### src/rtl/afc_pkg.sv
package afc_pkg;
  typedef enum logic {
    ST_IDLE = 1'b0,
    ST_RUN  = 1'b1
  } afc_state_e;
endpackage

### src/rtl/afc_bclk_div.sv
module afc_bclk_div #(
  parameter int HALF_PER = 4
) (
  input  logic clk_i,
  input  logic rst_ni,
  input  logic run_i,
  output logic bclk_o,
  output logic fall_o
);
  localparam int DW = (HALF_PER > 1) ? $clog2(HALF_PER) : 1;
  localparam logic [DW-1:0] DIV_LAST = DW'(HALF_PER - 1);

  logic [DW-1:0] div_q;
  logic          bclk_q;
  logic          wrap;

  assign wrap = (div_q == DIV_LAST);

  always_ff @(posedge clk_i or negedge rst_ni) begin
    if (!rst_ni) begin
      div_q  <= '0;
      bclk_q <= 1'b0;
    end else if (!run_i) begin
      div_q  <= '0;
      bclk_q <= 1'b0;
    end else if (wrap) begin
      div_q  <= '0;
      bclk_q <= ~bclk_q;
    end else begin
      div_q  <= div_q + 1'b1;
    end
  end

  assign bclk_o = bclk_q;
  assign fall_o = run_i & wrap & bclk_q;

  AST_BCLK_PARKED: assert property (@(posedge clk_i) disable iff (!rst_ni)
    !run_i |-> !bclk_q);
endmodule

### src/rtl/afc_frame_cnt.sv
module afc_frame_cnt #(
  parameter int FRAME_LEN = 32,
  parameter int WORD_LEN  = 16
) (
  input  logic clk_i,
  input  logic rst_ni,
  input  logic run_i,
  input  logic tick_i,
  input  logic sync_wide_i,
  output logic frame_end_o,
  output logic commit_pt_o,
  output logic fs_o
);
  localparam int CW = $clog2(FRAME_LEN);
  localparam logic [CW-1:0] CNT_LAST   = CW'(FRAME_LEN - 1);
  localparam logic [CW-1:0] CNT_COMMIT = CW'(FRAME_LEN - 5);
  localparam logic [CW:0]   SYNC_BITS  = (CW+1)'(WORD_LEN);

  logic [CW-1:0] cnt_q;
  logic          last_bit;
  logic          sync_on;

  assign last_bit = (cnt_q == CNT_LAST);

  always_ff @(posedge clk_i or negedge rst_ni) begin
    if (!rst_ni)          cnt_q <= '0;
    else if (!run_i)      cnt_q <= '0;
    else if (tick_i)      cnt_q <= last_bit ? '0 : cnt_q + 1'b1;
  end

  assign frame_end_o = tick_i & last_bit;
  // enable is committed as the index enters the last four bits
  assign commit_pt_o = tick_i & (cnt_q == CNT_COMMIT);
  assign sync_on     = sync_wide_i ? ({1'b0, cnt_q} < SYNC_BITS) : (cnt_q == '0);
  assign fs_o        = run_i & sync_on;

  AST_CNT_IN_RANGE: assert property (@(posedge clk_i) disable iff (!rst_ni)
    cnt_q <= CNT_LAST);
  AST_START_AT_ZERO: assert property (@(posedge clk_i) disable iff (!rst_ni)
    $rose(run_i) |-> (cnt_q == '0));
endmodule

### src/rtl/afc_shutdown_fsm.sv
module afc_shutdown_fsm
  import afc_pkg::*;
(
  input  logic clk_i,
  input  logic rst_ni,
  input  logic en_i,
  input  logic stop_req_i,
  input  logic done_clr_i,
  input  logic frame_end_i,
  input  logic commit_pt_i,
  output logic run_o,
  output logic valid_o,
  output logic done_o
);
  afc_state_e state_q;
  logic en_q, sticky_q, commit_q, valid_q, done_q;
  logic en_rise, stop_now;

  assign en_rise  = en_i & ~en_q;
  assign run_o    = (state_q == ST_RUN);
  assign stop_now = run_o & frame_end_i & ~commit_q & (sticky_q | stop_req_i);

  always_ff @(posedge clk_i or negedge rst_ni) begin
    if (!rst_ni) begin
      state_q  <= ST_IDLE;
      en_q     <= 1'b0;
      sticky_q <= 1'b0;
      commit_q <= 1'b0;
      valid_q  <= 1'b0;
      done_q   <= 1'b0;
    end else begin
      en_q     <= en_i;
      sticky_q <= (sticky_q & ~en_rise) | stop_req_i;
      if (stop_now)        done_q <= 1'b1;
      else if (done_clr_i) done_q <= 1'b0;
      unique case (state_q)
        ST_IDLE: begin
          if (en_i) begin
            state_q  <= ST_RUN;
            commit_q <= 1'b1;
            valid_q  <= 1'b1;
          end
        end
        ST_RUN: begin
          if (commit_pt_i) commit_q <= en_i;
          if (stop_now) begin
            state_q  <= ST_IDLE;
            commit_q <= 1'b0;
            valid_q  <= 1'b0;
          end else if (frame_end_i) begin
            valid_q  <= commit_q & en_i;
          end
        end
        default: state_q <= ST_IDLE;
      endcase
    end
  end

  assign valid_o = run_o & valid_q;
  assign done_o  = done_q;

  AST_STOP_ON_BOUNDARY: assert property (@(posedge clk_i) disable iff (!rst_ni)
    $fell(run_o) |-> $past(frame_end_i));
  AST_VALID_FRAME_ALIGNED: assert property (@(posedge clk_i) disable iff (!rst_ni)
    (run_o && $past(run_o) && !$past(frame_end_i)) |-> $stable(valid_o));
  AST_COMMITTED_KEEPS_RUN: assert property (@(posedge clk_i) disable iff (!rst_ni)
    (run_o && frame_end_i && commit_q) |=> run_o);
  AST_DONE_HOLDS: assert property (@(posedge clk_i) disable iff (!rst_ni)
    (done_q && !done_clr_i) |=> done_q);
endmodule

### src/rtl/audio_frame_clk_ctrl.sv
module audio_frame_clk_ctrl #(
  parameter int FRAME_LEN = 32,
  parameter int WORD_LEN  = 16,
  parameter int HALF_PER  = 4
) (
  input  logic clk_i,
  input  logic rst_ni,
  input  logic en_i,
  input  logic stop_clk_i,
  input  logic sync_wide_i,
  input  logic clk_dir_out_i,
  input  logic fs_dir_out_i,
  input  logic done_clr_i,
  output logic bclk_o,
  output logic fs_o,
  output logic bclk_oe_o,
  output logic fs_oe_o,
  output logic data_valid_o,
  output logic frame_done_o
);
  logic run, tick, frame_end, commit_pt;

  afc_bclk_div #(.HALF_PER(HALF_PER)) i_div (
    .clk_i  (clk_i),
    .rst_ni (rst_ni),
    .run_i  (run),
    .bclk_o (bclk_o),
    .fall_o (tick)
  );

  afc_frame_cnt #(.FRAME_LEN(FRAME_LEN), .WORD_LEN(WORD_LEN)) i_cnt (
    .clk_i       (clk_i),
    .rst_ni      (rst_ni),
    .run_i       (run),
    .tick_i      (tick),
    .sync_wide_i (sync_wide_i),
    .frame_end_o (frame_end),
    .commit_pt_o (commit_pt),
    .fs_o        (fs_o)
  );

  afc_shutdown_fsm i_fsm (
    .clk_i       (clk_i),
    .rst_ni      (rst_ni),
    .en_i        (en_i),
    .stop_req_i  (stop_clk_i),
    .done_clr_i  (done_clr_i),
    .frame_end_i (frame_end),
    .commit_pt_i (commit_pt),
    .run_o       (run),
    .valid_o     (data_valid_o),
    .done_o      (frame_done_o)
  );

  assign bclk_oe_o = run & clk_dir_out_i;
  assign fs_oe_o   = run & fs_dir_out_i;

  AST_SYNC_NEEDS_CLOCK: assert property (@(posedge clk_i) disable iff (!rst_ni)
    fs_o |-> run);
endmodule

### config.mk
export PLATFORM = sky130hd
export DESIGN_NAME = audio_frame_clk_ctrl
export DESIGN_NICKNAME = d
export VERILOG_FILES = /design/src/rtl/afc_pkg.sv /design/src/rtl/afc_bclk_div.sv /design/src/rtl/afc_frame_cnt.sv /design/src/rtl/afc_shutdown_fsm.sv /design/src/rtl/audio_frame_clk_ctrl.sv
export SDC_FILE = /design/constraint.sdc
export NUM_CORES = 1
export LEC_CHECK = 0
export ABC_AREA = 1
export CELL_PAD_IN_SITES_DETAIL_PLACEMENT = 0
export CELL_PAD_IN_SITES_GLOBAL_PLACEMENT = 1
export CORE_MARGIN = 2
export CORE_UTILIZATION = 30
export DETAILED_ROUTE_END_ITERATION = 6
export GPL_TIMING_DRIVEN = 1
export HOLD_SLACK_MARGIN = 0.12
export PLACE_DENSITY = 0.78
export SYNTH_ARGS = -nofsm -noshare
export SYNTH_HDL_FRONTEND = slang
export SYNTH_SLANG_ARGS = --single-unit
### constraint.sdc
create_clock -name clk_i -period 1.4 [get_ports clk_i]
set_input_delay 0.42 -clock clk_i [delete_from_list [all_inputs] [get_ports clk_i]]
set_output_delay 0.42 -clock clk_i [all_outputs]
set_load 0.02 [all_outputs]
==> flow_results.xml <==
<?xml version="1.0" encoding="UTF-8"?>
<metrics>
  <group name="critical_path">
    <metric name="timing.critical_path.arrival" unit="ps">1350</metric>
    <metric name="regToRegEndpoint" unit="">i_cnt.cnt_q[2]</metric>
    <metric name="r2r_slack" unit="ps">-130</metric>
    <metric name="r2r_start" unit="">i_cnt.cnt_q[1]</metric>
    <metric name="cp-end-kind" unit="">primary output</metric>
    <metric name="worst-r2r-cell-count" unit="">9</metric>
    <metric name="endpoint" unit="">fs_o</metric>
    <metric name="cp_data_required_time" unit="ps">980</metric>
    <metric name="critPathLaunchType" unit="">flop</metric>
    <metric name="worst-setup-path-type" unit="">reg -&gt; out</metric>
    <metric name="path_max_fanout" unit="">2</metric>
    <metric name="startpoint" unit="">i_cnt.cnt_q[1]</metric>
  </group>
  <group name="worst_hold_path">
    <metric name="hold_path.class" unit="">reg -&gt; reg</metric>
    <metric name="hold_start" unit="">i_div.div_q[0]</metric>
  </group>
  <group name="power_and_ir_drop">
    <metric name="cellPowerDensity" unit="nW/um^2">1210</metric>
    <metric name="fin_total_pwr" unit="uW">1470</metric>
    <metric name="power.net_switching" unit="uW">537</metric>
    <metric name="sequentialPowerShare" unit="">0.368</metric>
    <metric name="intPower" unit="uW">930</metric>
    <metric name="p_clk_frac" unit="">0.154</metric>
    <metric name="combinationalPowerShare" unit="">0.477</metric>
    <metric name="switching_share" unit="">0.366</metric>
    <metric name="ir_drop" unit="V">0.000618</metric>
    <metric name="cellLeakagePower" unit="uW">0.000602</metric>
  </group>
  <group name="flow_run">
    <metric name="cap_viol_max_count" unit="">0</metric>
  </group>
  <group name="synthesis">
    <metric name="yosys.cell_types.count" unit="">19</metric>
    <metric name="synthDominantCellAreaShare" unit="">0.484</metric>
    <metric name="synth.ff_latch_count" unit="">14</metric>
    <metric name="top_cell_type_by_total_area_after_synthesis" unit="">dfrtp_1</metric>
    <metric name="syn_nets" unit="">101</metric>
    <metric name="synthesis.yosys.warnings" unit="">0</metric>
    <metric name="synth_area_leaders" unit="">dfrtp_1 48%, nand2_1 8.8%, inv_1 7.8%, ha_1 6.9%, nor2_1 6.7%</metric>
    <metric name="ys.flop_type" unit="">dfrtp_1</metric>
    <metric name="synth_cells" unit="">89</metric>
    <metric name="synth.yosys.seq_area_share" unit="">0.484</metric>
    <metric name="synth_enable_flop_cells" unit="">0</metric>
    <metric name="syn_area" unit="sq um">724</metric>
    <metric name="syn-mean-instance-area" unit="sq um">8.14</metric>
    <metric name="async_flop_share" unit="">1.00</metric>
  </group>
  <group name="placement">
    <metric name="port_buffers" unit="">13</metric>
    <metric name="place_congestion" unit="">0.702</metric>
    <metric name="hpwl_dp" unit="um">1170</metric>
    <metric name="dp_cells" unit="">147</metric>
  </group>
  <group name="layout">
    <metric name="multi_input_comb_area" unit="sq um">430</metric>
    <metric name="drive_above_1_share" unit="">0.453</metric>
    <metric name="final.fill_count" unit="">218</metric>
    <metric name="fin_nets" unit="">142</metric>
    <metric name="area.sequential" unit="sq um">350</metric>
    <metric name="antenna_cells" unit="">0</metric>
    <metric name="postLayoutCoreUtil" unit="">0.538</metric>
    <metric name="layout.cells.most_common_list" unit="">23 x buf_4, 14 x nand2_1, 14 x dfrtp_1, 11 x nor2_1, 9 x inv_1</metric>
    <metric name="final_common_cell" unit="">buf_4</metric>
    <metric name="layout-area-overhead-vs-synth" unit="%">67.4</metric>
    <metric name="layout.cells.non_filler" unit="">156</metric>
  </group>
  <group name="clock_tree">
    <metric name="worstSkewPairLatency" unit="ps">270</metric>
    <metric name="cts_max_level" unit="">1</metric>
    <metric name="clock_tree.root_cell" unit="">clkbuf_4</metric>
    <metric name="cts_tree" unit="">built</metric>
    <metric name="clk_pin_slew_worst_paths" unit="ps">80</metric>
    <metric name="numCtsBuffers" unit="">3</metric>
    <metric name="count_of_clock_tree_sinks" unit="">14</metric>
    <metric name="clk_path_buf_depth" unit="">2</metric>
  </group>
  <group name="sta">
    <metric name="max_slew_margin" unit="">0.828</metric>
    <metric name="worst_hold_slack" unit="ps">440</metric>
    <metric name="fin_crit_period" unit="ps">1770</metric>
    <metric name="final-hold-violation-count" unit="">0</metric>
    <metric name="worst_clk_skew" unit="ps">0.687</metric>
    <metric name="rsz_0062_raised_after_global_routing" unit="">true</metric>
    <metric name="report.final.slew_viol_count" unit="">0</metric>
    <metric name="max_slew.worst_pin.slew" unit="ps">258</metric>
    <metric name="fmax" unit="MHz">566</metric>
    <metric name="fin_ws" unit="ps">-366</metric>
    <metric name="finalSetupViolations" unit="">9</metric>
    <metric name="timing.final.crit_share" unit="">1.26</metric>
  </group>
  <group name="grt">
    <metric name="track_usage" unit="">0.148</metric>
    <metric name="maximum_number_of_pins_on_one_net_before_global_route_repair" unit="">15</metric>
    <metric name="number_of_global_route_vias_before_repair" unit="">712</metric>
    <metric name="antenna_found_initial" unit="">0</metric>
    <metric name="grt_pass1_wl" unit="um">3000</metric>
    <metric name="grt_overflow_total" unit="">0</metric>
  </group>
  <group name="drt">
    <metric name="detail_route.wirelength" unit="um">1850</metric>
    <metric name="via_count" unit="">720</metric>
    <metric name="antenna_violating_nets_post_route" unit="">0</metric>
    <metric name="drt_drc_violations_left" unit="">0</metric>
    <metric name="dr.first_iter.drc_count" unit="">3</metric>
    <metric name="vias_per_cell" unit="">4.62</metric>
    <metric name="post_drt_wl_per_cell" unit="um">11.9</metric>
    <metric name="dr.pass1.iters" unit="">3</metric>
  </group>
  <group name="run_status">
    <metric name="failed_checks" unit="">setup timing</metric>
    <metric name="outcome" unit="">complete, but fails checks</metric>
  </group>
  <group name="floorplanning">
    <metric name="num_io_pins" unit="">14</metric>
    <metric name="initial_core_util" unit="">0.321</metric>
    <metric name="core_area" unit="sq um">2250</metric>
    <metric name="die_width" unit="um">53.1</metric>
    <metric name="design.die.area" unit="sq um">2820</metric>
    <metric name="floorplan.die.height" unit="um">53.1</metric>
    <metric name="floorplan.rows" unit="">17</metric>
  </group>
</metrics>
[through the flow]
step           setup WS [ps]  TNS [ps]  area (sq um)
6_report                -366      -939          1210
5_1_grt                 -435     -1770          1210
4_1_cts                 -368     -1180          1140
3_5_place_dp            -728     -2840          1020
3_3_place_gp            -707     -2580          1020
2_1_floorplan           16.3         0           729
[layer usage]
| metal | track usage | routed length, um |
|---|---|---|
| met5 | 0 | 0 |
| met4 | 0.0641 | 4 |
| met3 | 0.0254 | 67 |
| met2 | 0.248 | 1030 |
| met1 | 0.184 | 744 |
[synth_stat cells, types with 3 or more instances]
library cell   n
dfrtp_1       14
nand2_1       17
nor3_1         3
o21ai_0        4
inv_1         15
a21oi_1        3
ha_1           4
nand3_1        6
nor2_1        13
[logic make-up (layout without fill, tap and decap cells)]
| family | count (synthesis) | count (layout) | share of synthesized area |
|---|---|---|---|
| AOI/OAI and AO/OA | 11 | 11 | 0.0898 |
| adders and majority gates | 4 | 4 | 0.0691 |
| buffers and inverters | 17 | 56 | 0.0933 |
| DFF | 14 | 14 | 0.484 |
| and+or+nand+nor | 43 | 43 | 0.264 |
[flip-flops by register name, summed over array words and instances, names as in the netlist]
signal,flops
i_div.div_q,2
i_fsm.run_o,1
i_cnt.cnt_q,5
i_fsm.valid_q,1
i_fsm.sticky_q,1
i_fsm.commit_q,1
i_fsm.done_o,1
i_fsm.en_q,1
i_div.bclk_o,1
[critical path: stages (launching register included)]
cell,delay [ps]
dfrtp_1,390
inv_2,80
ha_4,150
a31oi_4,80
nor3_2,200
buf_4,170
[cell type report]
cell class              instances  share of cell area
well taps                      28              0.0289
clock buffers                   3              0.0186
multi-input cells              58               0.355
inverters                      16              0.0516
flip-flops and latches         14               0.289
repair buffers                 37               0.257
[timing repair]
item,CTS,global route
gates cloned,0,0
hold buffers,0,0
endpoints found under the setup margin,14,14
buffers inserted,5,4
pin swaps,9,11
resized for setup,48,20
[worst min-delay path by stage]
stage                     end  slack (ps)  depth (start not counted)
6_report       i_div.div_q[0]         440                          1
2_1_floorplan  i_cnt.cnt_q[0]         120                          0
4_1_cts         i_fsm.valid_q         450                          2
3_5_place_dp   i_div.div_q[0]         430                          1
5_1_grt         i_fsm.valid_q         460                          2
3_3_place_gp   i_div.div_q[0]         420                          1
[power groups by stage]
| stage | sequential [uW] | combinational, uW | clock [uW] |
|---|---|---|---|
| finish | 540 | 700 | 226 |
| global route | 554 | 774 | 255 |
| CTS | 537 | 635 | 238 |
| detailed placement | 545 | 574 | 0 |
| global placement | 543 | 559 | 0 |
| floorplan | 575 | 278 | 0 |
Note: power is estimated with default switching activity, not from simulation.
